## src/rtl/jtag_isp_pkg.sv

```systemverilog
package jtag_isp_pkg;

  localparam int IR_W = 8;

  typedef enum logic [3:0] {
    ST_TLR, ST_RTI,
    ST_SEL_DR, ST_CAP_DR, ST_SH_DR, ST_EX1_DR, ST_PAU_DR, ST_EX2_DR, ST_UPD_DR,
    ST_SEL_IR, ST_CAP_IR, ST_SH_IR, ST_EX1_IR, ST_PAU_IR, ST_EX2_IR, ST_UPD_IR
  } tap_state_e;

  localparam logic [IR_W-1:0] OP_EXTEST   = 8'h00;
  localparam logic [IR_W-1:0] OP_SAMPLE   = 8'h01;
  localparam logic [IR_W-1:0] OP_CLAMP    = 8'hFA;
  localparam logic [IR_W-1:0] OP_HIGHZ    = 8'hFC;
  localparam logic [IR_W-1:0] OP_USERCODE = 8'hFD;
  localparam logic [IR_W-1:0] OP_IDCODE   = 8'hFE;
  localparam logic [IR_W-1:0] OP_CONFIG   = 8'hEE;
  localparam logic [IR_W-1:0] OP_BYPASS   = 8'hFF;

  typedef enum logic [1:0] {SEL_BYP, SEL_ID, SEL_USR, SEL_BSR} dr_sel_e;

  function automatic dr_sel_e dr_select(logic [IR_W-1:0] op);
    case (op)
      OP_IDCODE:            return SEL_ID;
      OP_USERCODE:          return SEL_USR;
      OP_EXTEST, OP_SAMPLE: return SEL_BSR;
      default:              return SEL_BYP;
    endcase
  endfunction

endpackage

```

## src/rtl/jtag_edge_sync.sv

```systemverilog
module jtag_edge_sync #(
  parameter int SYNC_STAGES = 2
) (
  input  logic clk_i,
  input  logic rst_ni,
  input  logic tck_i,
  input  logic tms_i,
  input  logic tdi_i,
  output logic rise_o,
  output logic fall_o,
  output logic tms_o,
  output logic tdi_o
);
  logic [SYNC_STAGES-1:0] tck_p, tms_p, tdi_p;
  logic tck_d;

  always_ff @(posedge clk_i or negedge rst_ni) begin
    if (!rst_ni) begin
      tck_p <= '0;
      tms_p <= '1;
      tdi_p <= '1;
      tck_d <= 1'b0;
    end else begin
      tck_p <= {tck_p[SYNC_STAGES-2:0], tck_i};
      tms_p <= {tms_p[SYNC_STAGES-2:0], tms_i};
      tdi_p <= {tdi_p[SYNC_STAGES-2:0], tdi_i};
      tck_d <= tck_p[SYNC_STAGES-1];
    end
  end

  assign rise_o = tck_p[SYNC_STAGES-1] & ~tck_d;
  assign fall_o = ~tck_p[SYNC_STAGES-1] & tck_d;
  assign tms_o  = tms_p[SYNC_STAGES-1];
  assign tdi_o  = tdi_p[SYNC_STAGES-1];
endmodule

```

## src/rtl/jtag_tap_fsm.sv

```systemverilog
module jtag_tap_fsm
  import jtag_isp_pkg::*;
(
  input  logic       clk_i,
  input  logic       rst_ni,
  input  logic       rise_i,
  input  logic       tms_i,
  output tap_state_e state_o
);
  tap_state_e state_q, state_d;

  always_comb begin
    state_d = state_q;
    unique case (state_q)
      ST_TLR:    state_d = tms_i ? ST_TLR    : ST_RTI;
      ST_RTI:    state_d = tms_i ? ST_SEL_DR : ST_RTI;
      ST_SEL_DR: state_d = tms_i ? ST_SEL_IR : ST_CAP_DR;
      ST_CAP_DR: state_d = tms_i ? ST_EX1_DR : ST_SH_DR;
      ST_SH_DR:  state_d = tms_i ? ST_EX1_DR : ST_SH_DR;
      ST_EX1_DR: state_d = tms_i ? ST_UPD_DR : ST_PAU_DR;
      ST_PAU_DR: state_d = tms_i ? ST_EX2_DR : ST_PAU_DR;
      ST_EX2_DR: state_d = tms_i ? ST_UPD_DR : ST_SH_DR;
      ST_UPD_DR: state_d = tms_i ? ST_SEL_DR : ST_RTI;
      ST_SEL_IR: state_d = tms_i ? ST_TLR    : ST_CAP_IR;
      ST_CAP_IR: state_d = tms_i ? ST_EX1_IR : ST_SH_IR;
      ST_SH_IR:  state_d = tms_i ? ST_EX1_IR : ST_SH_IR;
      ST_EX1_IR: state_d = tms_i ? ST_UPD_IR : ST_PAU_IR;
      ST_PAU_IR: state_d = tms_i ? ST_EX2_IR : ST_PAU_IR;
      ST_EX2_IR: state_d = tms_i ? ST_UPD_IR : ST_SH_IR;
      ST_UPD_IR: state_d = tms_i ? ST_SEL_DR : ST_RTI;
      default:   state_d = ST_TLR;
    endcase
  end

  always_ff @(posedge clk_i or negedge rst_ni) begin
    if (!rst_ni)     state_q <= ST_TLR;
    else if (rise_i) state_q <= state_d;
  end

  assign state_o = state_q;
endmodule

```

## src/rtl/jtag_ir.sv

```systemverilog
module jtag_ir
  import jtag_isp_pkg::*;
(
  input  logic            clk_i,
  input  logic            rst_ni,
  input  logic            rise_i,
  input  logic            fall_i,
  input  tap_state_e      state_i,
  input  logic            tdi_i,
  input  logic            isp_mode_i,
  input  logic            secure_i,
  output logic [IR_W-1:0] ir_o,
  output logic            tdo_o
);
  logic [IR_W-1:0] sr_q, ir_q;

  always_ff @(posedge clk_i or negedge rst_ni) begin
    if (!rst_ni) begin
      sr_q <= '0;
    end else if (rise_i) begin
      if (state_i == ST_CAP_IR)     sr_q <= {3'b000, isp_mode_i, secure_i, 3'b001};
      else if (state_i == ST_SH_IR) sr_q <= {tdi_i, sr_q[IR_W-1:1]};
    end
  end

  always_ff @(posedge clk_i or negedge rst_ni) begin
    if (!rst_ni)                            ir_q <= OP_IDCODE;
    else if (state_i == ST_TLR)             ir_q <= OP_IDCODE;
    else if (fall_i && state_i == ST_UPD_IR) ir_q <= sr_q;
  end

  assign ir_o  = ir_q;
  assign tdo_o = sr_q[0];
endmodule

```

## src/rtl/jtag_dr_bank.sv

```systemverilog
module jtag_dr_bank
  import jtag_isp_pkg::*;
#(
  parameter int          N_IN    = 2,
  parameter int          N_OUT   = 2,
  parameter logic [3:0]  VERSION = 4'h0,
  parameter logic [7:0]  PART_ID = 8'h06
) (
  input  logic             clk_i,
  input  logic             rst_ni,
  input  logic             rise_i,
  input  logic             fall_i,
  input  tap_state_e       state_i,
  input  logic             tdi_i,
  input  logic [IR_W-1:0]  ir_i,
  input  logic [31:0]      usercode_i,
  input  logic [N_IN-1:0]  pin_in_i,
  input  logic [N_OUT-1:0] core_out_i,
  input  logic [N_OUT-1:0] core_oe_i,
  output logic [N_OUT-1:0] pad_out_o,
  output logic [N_OUT-1:0] pad_oe_o,
  output logic             tdo_o
);
  localparam int BSR_LEN = N_IN + 2 * N_OUT;
  localparam int UPD_LEN = 2 * N_OUT;
  localparam logic [31:0] ID_VAL = {VERSION, 8'h50, PART_ID, 11'h049, 1'b1};

  dr_sel_e sel;
  logic cap, shift, upd;
  logic byp_q;
  logic [31:0] id_sr, usr_sr;
  logic [BSR_LEN-1:0] bsr_sr, bsr_cap;
  logic [UPD_LEN-1:0] bsr_upd;
  logic [N_OUT-1:0] upd_out, upd_oe;

  assign sel   = dr_select(ir_i);
  assign cap   = rise_i && (state_i == ST_CAP_DR);
  assign shift = rise_i && (state_i == ST_SH_DR);
  assign upd   = fall_i && (state_i == ST_UPD_DR);

  genvar gi;
  generate
    for (gi = 0; gi < N_IN; gi++) begin : g_in_cell
      assign bsr_cap[gi] = pin_in_i[gi];
    end
    for (gi = 0; gi < N_OUT; gi++) begin : g_out_cell
      assign bsr_cap[N_IN+2*gi]   = pad_oe_o[gi];
      assign bsr_cap[N_IN+2*gi+1] = pad_out_o[gi];
      assign upd_oe[gi]           = bsr_upd[2*gi];
      assign upd_out[gi]          = bsr_upd[2*gi+1];
    end
  endgenerate

  always_ff @(posedge clk_i or negedge rst_ni) begin
    if (!rst_ni) begin
      byp_q  <= 1'b0;
      id_sr  <= '0;
      usr_sr <= '0;
      bsr_sr <= '0;
    end else if (cap) begin
      unique case (sel)
        SEL_ID:  id_sr  <= ID_VAL;
        SEL_USR: usr_sr <= usercode_i;
        SEL_BSR: bsr_sr <= bsr_cap;
        default: byp_q  <= 1'b0;
      endcase
    end else if (shift) begin
      unique case (sel)
        SEL_ID:  id_sr  <= {tdi_i, id_sr[31:1]};
        SEL_USR: usr_sr <= {tdi_i, usr_sr[31:1]};
        SEL_BSR: bsr_sr <= {tdi_i, bsr_sr[BSR_LEN-1:1]};
        default: byp_q  <= tdi_i;
      endcase
    end
  end

  always_ff @(posedge clk_i or negedge rst_ni) begin
    if (!rst_ni)                  bsr_upd <= '0;
    else if (upd && sel == SEL_BSR) bsr_upd <= bsr_sr[BSR_LEN-1:N_IN];
  end

  always_ff @(posedge clk_i or negedge rst_ni) begin
    if (!rst_ni) begin
      pad_out_o <= '0;
      pad_oe_o  <= '0;
    end else if (ir_i == OP_HIGHZ) begin
      pad_out_o <= core_out_i;
      pad_oe_o  <= '0;
    end else if (ir_i == OP_EXTEST || ir_i == OP_CLAMP) begin
      pad_out_o <= upd_out;
      pad_oe_o  <= upd_oe;
    end else begin
      pad_out_o <= core_out_i;
      pad_oe_o  <= core_oe_i;
    end
  end

  always_comb begin
    unique case (sel)
      SEL_ID:  tdo_o = id_sr[0];
      SEL_USR: tdo_o = usr_sr[0];
      SEL_BSR: tdo_o = bsr_sr[0];
      default: tdo_o = byp_q;
    endcase
  end
endmodule

```

## src/rtl/jtag_cfg_pulse.sv

```systemverilog
module jtag_cfg_pulse #(
  parameter int PULSE_CYC = 50
) (
  input  logic clk_i,
  input  logic rst_ni,
  input  logic start_i,
  output logic trig_no
);
  localparam int CW = $clog2(PULSE_CYC + 1);
  localparam logic [CW-1:0] LOAD = CW'(PULSE_CYC);

  logic [CW-1:0] cnt_q;

  always_ff @(posedge clk_i or negedge rst_ni) begin
    if (!rst_ni)                  cnt_q <= '0;
    else if (cnt_q != '0)         cnt_q <= cnt_q - 1'b1;
    else if (start_i)             cnt_q <= LOAD;
  end

  assign trig_no = (cnt_q == '0);
endmodule

```

## src/rtl/jtag_isp_tap.sv

```systemverilog
module jtag_isp_tap
  import jtag_isp_pkg::*;
#(
  parameter int         N_IN        = 2,
  parameter int         N_OUT       = 2,
  parameter logic [3:0] VERSION     = 4'h0,
  parameter logic [7:0] PART_ID     = 8'h06,
  parameter int         CLK_MHZ     = 125,
  parameter int         PULSE_NS    = 400,
  parameter int         SYNC_STAGES = 2
) (
  input  logic             clk_i,
  input  logic             rst_ni,
  input  logic             tck_i,
  input  logic             tms_i,
  input  logic             tdi_i,
  output logic             tdo_o,
  output logic             tdo_en_o,
  input  logic             isp_mode_i,
  input  logic             secure_i,
  input  logic [31:0]      usercode_i,
  input  logic [N_IN-1:0]  pin_in_i,
  input  logic [N_OUT-1:0] core_out_i,
  input  logic [N_OUT-1:0] core_oe_i,
  output logic [N_OUT-1:0] pad_out_o,
  output logic [N_OUT-1:0] pad_oe_o,
  output logic             cfg_trig_no
);
  localparam int PULSE_CYC = CLK_MHZ * PULSE_NS / 1000;

  logic tck_rise, tck_fall, tms_s, tdi_s;
  tap_state_e tap_state;
  logic [IR_W-1:0] ir_active;
  logic ir_tdo, dr_tdo, serial_out, cfg_start;

  jtag_edge_sync #(.SYNC_STAGES(SYNC_STAGES)) u_sync (
    .clk_i, .rst_ni, .tck_i, .tms_i, .tdi_i,
    .rise_o(tck_rise), .fall_o(tck_fall), .tms_o(tms_s), .tdi_o(tdi_s)
  );

  jtag_tap_fsm u_fsm (
    .clk_i, .rst_ni, .rise_i(tck_rise), .tms_i(tms_s), .state_o(tap_state)
  );

  jtag_ir u_ir (
    .clk_i, .rst_ni, .rise_i(tck_rise), .fall_i(tck_fall), .state_i(tap_state),
    .tdi_i(tdi_s), .isp_mode_i, .secure_i, .ir_o(ir_active), .tdo_o(ir_tdo)
  );

  jtag_dr_bank #(.N_IN(N_IN), .N_OUT(N_OUT), .VERSION(VERSION), .PART_ID(PART_ID)) u_dr (
    .clk_i, .rst_ni, .rise_i(tck_rise), .fall_i(tck_fall), .state_i(tap_state),
    .tdi_i(tdi_s), .ir_i(ir_active), .usercode_i, .pin_in_i, .core_out_i,
    .core_oe_i, .pad_out_o, .pad_oe_o, .tdo_o(dr_tdo)
  );

  // trigger only on the Update -> Run-Test/Idle transition
  assign cfg_start = tck_rise && !tms_s && ir_active == OP_CONFIG &&
                     (tap_state == ST_UPD_IR || tap_state == ST_UPD_DR);

  jtag_cfg_pulse #(.PULSE_CYC(PULSE_CYC)) u_pulse (
    .clk_i, .rst_ni, .start_i(cfg_start), .trig_no(cfg_trig_no)
  );

  assign serial_out = (tap_state == ST_SH_IR) ? ir_tdo : dr_tdo;

  always_ff @(posedge clk_i or negedge rst_ni) begin
    if (!rst_ni) begin
      tdo_o    <= 1'b0;
      tdo_en_o <= 1'b0;
    end else if (tck_fall) begin
      tdo_o    <= serial_out;
      tdo_en_o <= (tap_state == ST_SH_IR) || (tap_state == ST_SH_DR);
    end
  end
endmodule

```

## config.mk

```make
export PLATFORM = sky130hd
export DESIGN_NAME = jtag_isp_tap
export DESIGN_NICKNAME = d
export VERILOG_FILES = /design/src/rtl/jtag_isp_pkg.sv /design/src/rtl/jtag_edge_sync.sv /design/src/rtl/jtag_tap_fsm.sv /design/src/rtl/jtag_ir.sv /design/src/rtl/jtag_dr_bank.sv /design/src/rtl/jtag_cfg_pulse.sv /design/src/rtl/jtag_isp_tap.sv
export SDC_FILE = /design/constraint.sdc
export NUM_CORES = 1
export LEC_CHECK = 0
export ABC_CLOCK_PERIOD_IN_PS = 5200
export BUFFER_PORTS_ARGS = -buffer_cell sky130_fd_sc_hd__clkbuf_2
export CAP_MARGIN = 20
export CORE_MARGIN = 10
export CORE_UTILIZATION = 35
export CTS_CLUSTER_DIAMETER = 50
export DETAILED_ROUTE_END_ITERATION = 8
export SLEW_MARGIN = 20
export SYNTH_ARGS = -nofsm -noshare
export SYNTH_HDL_FRONTEND = slang
export SYNTH_SLANG_ARGS = --single-unit
```

## constraint.sdc

```tcl
create_clock -name clk_i -period 5.2 [get_ports clk_i]
set_clock_uncertainty 0.1 [all_clocks]
set_input_delay 0.52 -clock clk_i [delete_from_list [all_inputs] [get_ports clk_i]]
set_output_delay 0.52 -clock clk_i [all_outputs]
set_load 0.05 [all_outputs]
```

==> results of run 1 <==
[sequential cells by signal (all words and copies together), names as in the netlist]
name            flops
u_sync.tck_p        2
tdo_en_o            1
u_dr.pad_oe_o       2
u_dr.bsr_upd        4
tdo_o               1
u_dr.bsr_sr         6
u_dr.byp_q          1
u_ir.ir_o           8
u_fsm.state_o       4
u_sync.tms_p        2
u_pulse.cnt_q       6
u_dr.id_sr         32
u_ir.sr_q           8
u_sync.tdi_p        2
u_sync.tck_d        1
u_dr.usr_sr        32
u_dr.pad_out_o      2
[cells by family after synthesis]
| group | Yosys count | synth area share |
|---|---|---|
| multiplexers | 123 | 0.243 |
| AND/OR/NAND/NOR | 117 | 0.113 |
| flip-flops | 114 | 0.522 |
| buffers and inverters | 57 | 0.0478 |
| AO/OA/AOI/OAI | 48 | 0.0610 |
| XOR/XNOR | 5 | 0.00797 |
| adder cells (fa/ha/maj) | 2 | 0.00456 |
[how the worst max path moves through the flow]
| stage | to | start | slack (ps) | cells after the start |
|---|---|---|---|---|
| after floorplan | u_dr.usr_sr[31] | u_fsm.state_o[1] | 3310 | 5 |
| after global placement | u_dr.id_sr[14] | u_fsm.state_o[0] | 2460 | 4 |
| after detailed placement | u_dr.id_sr[4] | u_fsm.state_o[0] | 2380 | 4 |
| after CTS | u_dr.usr_sr[29] | u_sync.tck_p[1] | 2380 | 5 |
| after global routing | u_dr.id_sr[26] | u_fsm.state_o[0] | 2200 | 4 |
| final | u_dr.id_sr[24] | u_fsm.state_o[0] | 2380 | 4 |
[power breakdown]
group,switching (W),total (W),internal (W)
logic,0.000246,0.000454,0.000208
registers,0.000133,0.00113,0.000998
clock network,0.000381,0.00114,0.000763
total,0.000760,0.00273,0.00197
[cells in the final DEF, fill, tap and decap left out, types with 3 or more instances in the layout]
cell type  netlist  final
dfrtp_1        103    103
mux2_2          73     73
nand2_1         61     61
clkbuf_2         0     50
mux2i_1         42     42
inv_1           32     32
clkbuf_16        0     17
o21ai_0         14     14
nor2_1          11     11
dfstp_2         11     11
a21oi_1          9      9
nand2b_1         8      8
mux2_1           7      7
nor2b_1          5      5
clkbuf_8         0      5
or3_1            4      4
nor3_1           4      4
a22o_1           4      4
clkbuf_1         6      4
nand3_1          3      3
nand3b_1         3      3
xor2_1           3      3
clkinv_2         0      3
buf_4            1      3
[worst max-delay path, delay by kind of cell (launching register included)]
kind | cells | cell delay (ps)
simple gates | 2 | 1110
flops | 1 | 670
mux | 1 | 540
compound gates | 1 | 240
[routing by layer]
| metal | track usage | vias up | routed length (um) |
|---|---|---|---|
| li1 | - | 1704 | - |
| met1 | 0.129 | 1767 | 5010 |
| met2 | 0.167 | 66 | 5280 |
| met3 | 0.0310 | 12 | 358 |
| met4 | 0.0460 | 0 | 140 |
| met5 | 0 | - | 0 |
[metrics by stage]
| stage | utilization | power, W | hold slack, ps | area, um^2 | cells |
|---|---|---|---|---|---|
| floorplan | - | 0.00147 | 124 | 5490 | 466 |
| global placement | 0.385 | 0.00157 | 233 | 5900 | 705 |
| detailed placement | 0.385 | 0.00160 | 250 | 5900 | 705 |
| CTS | 0.423 | 0.00275 | 78.6 | 6480 | 736 |
| global route | 0.423 | 0.00287 | 79.2 | 6480 | 736 |
| finish | 0.423 | 0.00273 | 95.3 | 6480 | 736 |
[area by class of cell]
cell class,count,area (um^2),area share
clock buffers,26,509,0.0786
clock inverters,5,75.1,0.0116
inverters,32,120,0.0185
multi-input cells,295,2370,0.366
flip-flops and latches,114,2870,0.442
well taps,211,264,0.0407
repair buffers,53,273,0.0421
==> out/metrics.cfg, run 1 <==
[status]
status=finished, final reports clean

[logic_synthesis]
synth.avg_cell_area_um2=11.8
syn-cell-area_mm2=0.00549
ys_seq_area_frac=0.522
synth_enable_flop_cells=0
synth_nets=513
ys.flop_type=dfrtp_1
yosysTopAreaCell=dfrtp_1
yosysMostFrequentCell=dfrtp_1
synthArstFlopShare=1.00
synth_seq_cells=114
syn_inst=466
synth_area_leaders=dfrtp_1 (47%), mux2_2 (15%), mux2i_1 (7.7%)
synth_top_area_share=0.469
yosys_warnings=0
synth_cell_types=56
yosys-top-cells-count=dfrtp_1 (103), mux2_2 (73), nand2_1 (61), mux2i_1 (42), inv_1 (32)

[setup_path]
r2r_start=u_fsm.state_o[0]
crit_path_top_delay_cell=dfrtp_1
required_ps=5370
cp_data_arrival_time_ps=3000
rr_worst_depth=4
r2r_end=u_dr.id_sr[24]
worstSetupStartpointType=flop
cp_max_fo=32
setup.worst_path.end_class=flop
crit_chain=or3b_4, a21oi_4, nand4b_4, mux2_1
cpPeakStageDelay_ps=670
regToRegSetupSlack_ps=2380
crit_type=flop to flop

[floorplan]
initial_utilization=0.359
die_width_um=145
die_area_mm2=0.0211
core_mm2=0.0153
io_pins=52
dieHeight_um=145
rows=45

[finish]
n_antenna_cell=0
drive_above_1_share=0.337
syn2layout_area_growth_pct=18.0
final.fill_count=1473
fin_nets=560

[global_route]
grt_pass1_wl_um=18400
overflow=0
antenna_found_initial=0
first_global_vias=3737
grt_max_degree=77
grtUsageTotal=0.105

[clock_network]
cts_resized=0
clock_sinks=114
cts_tree=yes
hold_buffers=0
htreeDepth=4
clk_pin_slew_ps=50
root_buffer=clkbuf_16
insertion_delay_ps=410
cts_made_buffers=17
postCtsSetupBuffers=0
clock_path_buffers=2

[route]
drc=0
drt_pass1_iterations=4
wl_um=10800
num_vias=3549
drt_iter0_markers=331
postRouteAntennaNets=0
wire_per_inst_um=14.7
vias_per_cell=4.82

[timing]
hold_violations=0
setup_ws_ps=2380
setup_violations=0
fin_crit_ps=2820
period_share=0.542
slew_headroom=0.370
tns_ps=0
worstMarginPinSlew_ps=945
clock.fmax_mhz=355
rsz0062_at_grt=false
slew_viol_final=0

[flow_run]
maxCapViolations=0

[place]
dp_hpwl_um=7200
gp_congestion=0.758
dp_slack_ps=2380
port_buffers=51

[power_and_ir_drop]
ir_worst_vdd_v=0.000192
powerDensity_mw_per_mm2=421
p_leak_nw=3.07

[min_path]
hold_path_depth=1
hp-start=tms_i
holdPathEnd=u_sync.tms_p[0]
hp-class=input pin to flop

No activity file was read; power rests on OpenSTA's default activity.
==> inputs of run 2 (changes only) <==
Settings changed: ABC_CLOCK_PERIOD_IN_PS 5200 to 2830.
Clock period 5.2 ns to 2.83 ns, I/O delays scaled along.
==> run 2 against run 1 <==
Die area is the same. Clock-buffer cell count is the same. Sequential share of layout area shrank 0.52 points. Core utilization grew 0.51 points. Critical path type unchanged.
==> out/metrics.cfg, run 2 (synthesized netlist as in run 1, its figures left out) <==
[finish]
instances_no_fill=752  ; +2.2%
syn2layout_area_growth_pct=19.4
final_cell_mix=dfrtp_1 (103), mux2_2 (73), nand2_1 (61), clkbuf_2 (50), mux2i_1 (42)
n_antenna_cell=0  ; unchanged
final_util=0.428  ; +0.00506
drive_above_1_share=0.340  ; +0.00297
final.fill_count=1512  ; +2.6%
fin_nets=575  ; +2.7%
reg_top3=u_dr.id_sr (32), u_dr.usr_sr (32)
layout_commonest_cell=dfrtp_1

[setup_path]
required_ps=3010  ; -2360 ps
cp_data_arrival_time_ps=2620  ; -380 ps
crit_path_top_delay_cell=dfrtp_1
r2r_end=u_dr.id_sr[14]
crit_type=flop to flop
worstSetupStartpointType=flop
rr_worst_depth=6  ; +2
critical-path-top-delay-family=buffers and inverters
crit_buf_inv=2  ; +2
cp_common_cell=buf_4
cp_max_fo=37  ; +16%
crit_chain=nor2_1, nand4_4, buf_4, buf_4, nand2_1, mux2_1
cpPeakStageDelay_ps=610  ; -60 ps
r2r_start=u_fsm.state_o[3]
setup.worst_path.end_class=flop
regToRegSetupSlack_ps=400  ; -1980 ps

[power_and_ir_drop]
ir_worst_vdd_v=0.000408  ; +110%
p_leak_nw=3.11  ; +1.4%
p_sw_w=0.00139  ; +82%
p_sw_frac=0.288  ; +0.00944
power.internal_w=0.00343  ; +74%
powerDensity_mw_per_mm2=735  ; +74%
power.share.clock=0.386  ; -0.033
pwr-share-seq=0.412  ; -0.002
p_comb_frac=0.201  ; +0.035

[timing]
slew_viol_final=0  ; unchanged
slew_headroom=0.612  ; +0.241
clock.fmax_mhz=411  ; +16%
fin_crit_ps=2430  ; -388 ps
worstMarginPinSlew_ps=583  ; -362 ps
setup_ws_ps=398  ; -1980 ps
setup_violations=0  ; unchanged
hold_violations=0  ; unchanged
period_share=0.859  ; +0.317
rsz0062_at_grt=false
tns_ps=0  ; unchanged
whs_ps=18.7  ; -76.6 ps

[place]
port_buffers=51  ; unchanged
gp_congestion=0.784  ; +3.4%
dp.cells=713  ; +1.1%
dp_slack_ps=422  ; -1960 ps
dp_hpwl_um=7570  ; +5.1%

[route]
drt_pass1_iterations=4  ; unchanged
wire_per_inst_um=14.7  ; about the same
drc=0  ; unchanged
num_vias=3597  ; +1.4%
drt_iter0_markers=172  ; -48%
wl_um=11000  ; +2.2%
postRouteAntennaNets=0  ; unchanged
vias_per_cell=4.78  ; -0.80%

[min_path]
hp-class=input pin to flop
hold_path_depth=2  ; +1
hp-start=core_out_i[0]
holdPathEnd=u_dr.pad_out_o[0]

[clock_network]
cts_made_buffers=17  ; unchanged
postCtsSetupBuffers=0  ; unchanged
hold_buffers=7  ; +7
cts_resized=0  ; unchanged
clock_path_buffers=2  ; unchanged
htreeDepth=4  ; unchanged
clock_sinks=114  ; unchanged
clk_pin_slew_ps=50  ; about the same
cts_tree=yes
root_buffer=clkbuf_16
insertion_delay_ps=400  ; about the same

[global_route]
overflow=0  ; unchanged
grt_max_degree=73  ; -5.2%
grtUsageTotal=0.108  ; +0.00324
grt_pass1_wl_um=18700  ; +1.8%
antenna_found_initial=0  ; unchanged
first_global_vias=3746  ; +0.24%

[floorplan]
core_mm2=0.0153  ; unchanged
initial_utilization=0.359  ; unchanged
die_width_um=145  ; unchanged
rows=45  ; unchanged
dieHeight_um=145  ; unchanged
die_area_mm2=0.0211  ; unchanged
io_pins=52  ; unchanged

[flow_run]
maxCapViolations=0  ; unchanged

[status]
status=finished, final reports clean

==> run 2: changes by cell type in the layout (fill, tap and decap cells not counted) <==
cell,delta
clkbuf_8,-2
buf_12,+1
clkinv_2,+3
dlygate4sd3_1,+7
buf_4,+7
bufinv_16,-2
clkbuf_1,+2
==> run 2: cell type report <==
cell class	count	area [um^2]	area share
timing repair buffer	68	415	0.0633
clock inverter	6	30.0	0.00458
multi-input combinational	295	2370	0.362
inverter	32	120	0.0183
sequential	114	2870	0.437
tap	211	264	0.0403
clock buffer	26	489	0.0746
==> run 2: worst max-delay path by stage <==
stage / to / depth (start not counted) / slack [ps] / from
floorplan: u_dr.usr_sr[31] / 5 / 940 / u_fsm.state_o[1]
global placement: u_dr.id_sr[4] / 6 / 510 / u_fsm.state_o[3]
detailed placement: u_dr.id_sr[14] / 6 / 420 / u_fsm.state_o[3]
CTS: u_dr.id_sr[14] / 6 / 400 / u_fsm.state_o[3]
global route: u_dr.id_sr[26] / 6 / 220 / u_fsm.state_o[3]
finish: u_dr.id_sr[14] / 6 / 400 / u_fsm.state_o[3]
==> run 2: power groups by stage <==
stage | Clock [W] | Sequential (W) | Combinational, W
2_1_floorplan | 0 | 0.00201 | 0.000699
3_3_place_gp | 0 | 0.00200 | 0.000937
3_5_place_dp | 0 | 0.00201 | 0.000970
4_1_cts | 0.00191 | 0.00199 | 0.000984
5_1_grt | 0.00199 | 0.00202 | 0.00109
6_report | 0.00186 | 0.00199 | 0.000970
==> run 2: per-stage QoR <==
step | cell area, um^2 | total power (W)
finish | 6560 | 0.00482
global placement | 5970 | 0.00294
detailed placement | 5970 | 0.00298
floorplan | 5490 | 0.00271
CTS | 6560 | 0.00488
global route | 6560 | 0.00510
==> run 2: layer usage <==
layer | global-route usage | vias to the layer above | part of all wire
met5 | 0 | - | 0
met4 | 0.0430 | 0 | 0.014
met3 | 0.0351 | 11 | 0.033
met2 | 0.180 | 36 | 0.51
met1 | 0.126 | 1816 | 0.45
li1 | - | 1734 | -
==> run 2: worst reg2reg max path: stages, from the launching register on <==
cell and delay [ps]:
dfrtp_1 610, nor2_1 200, nand4_4 130, buf_4 400, buf_4 470, nand2_1 110
mux2_1 290
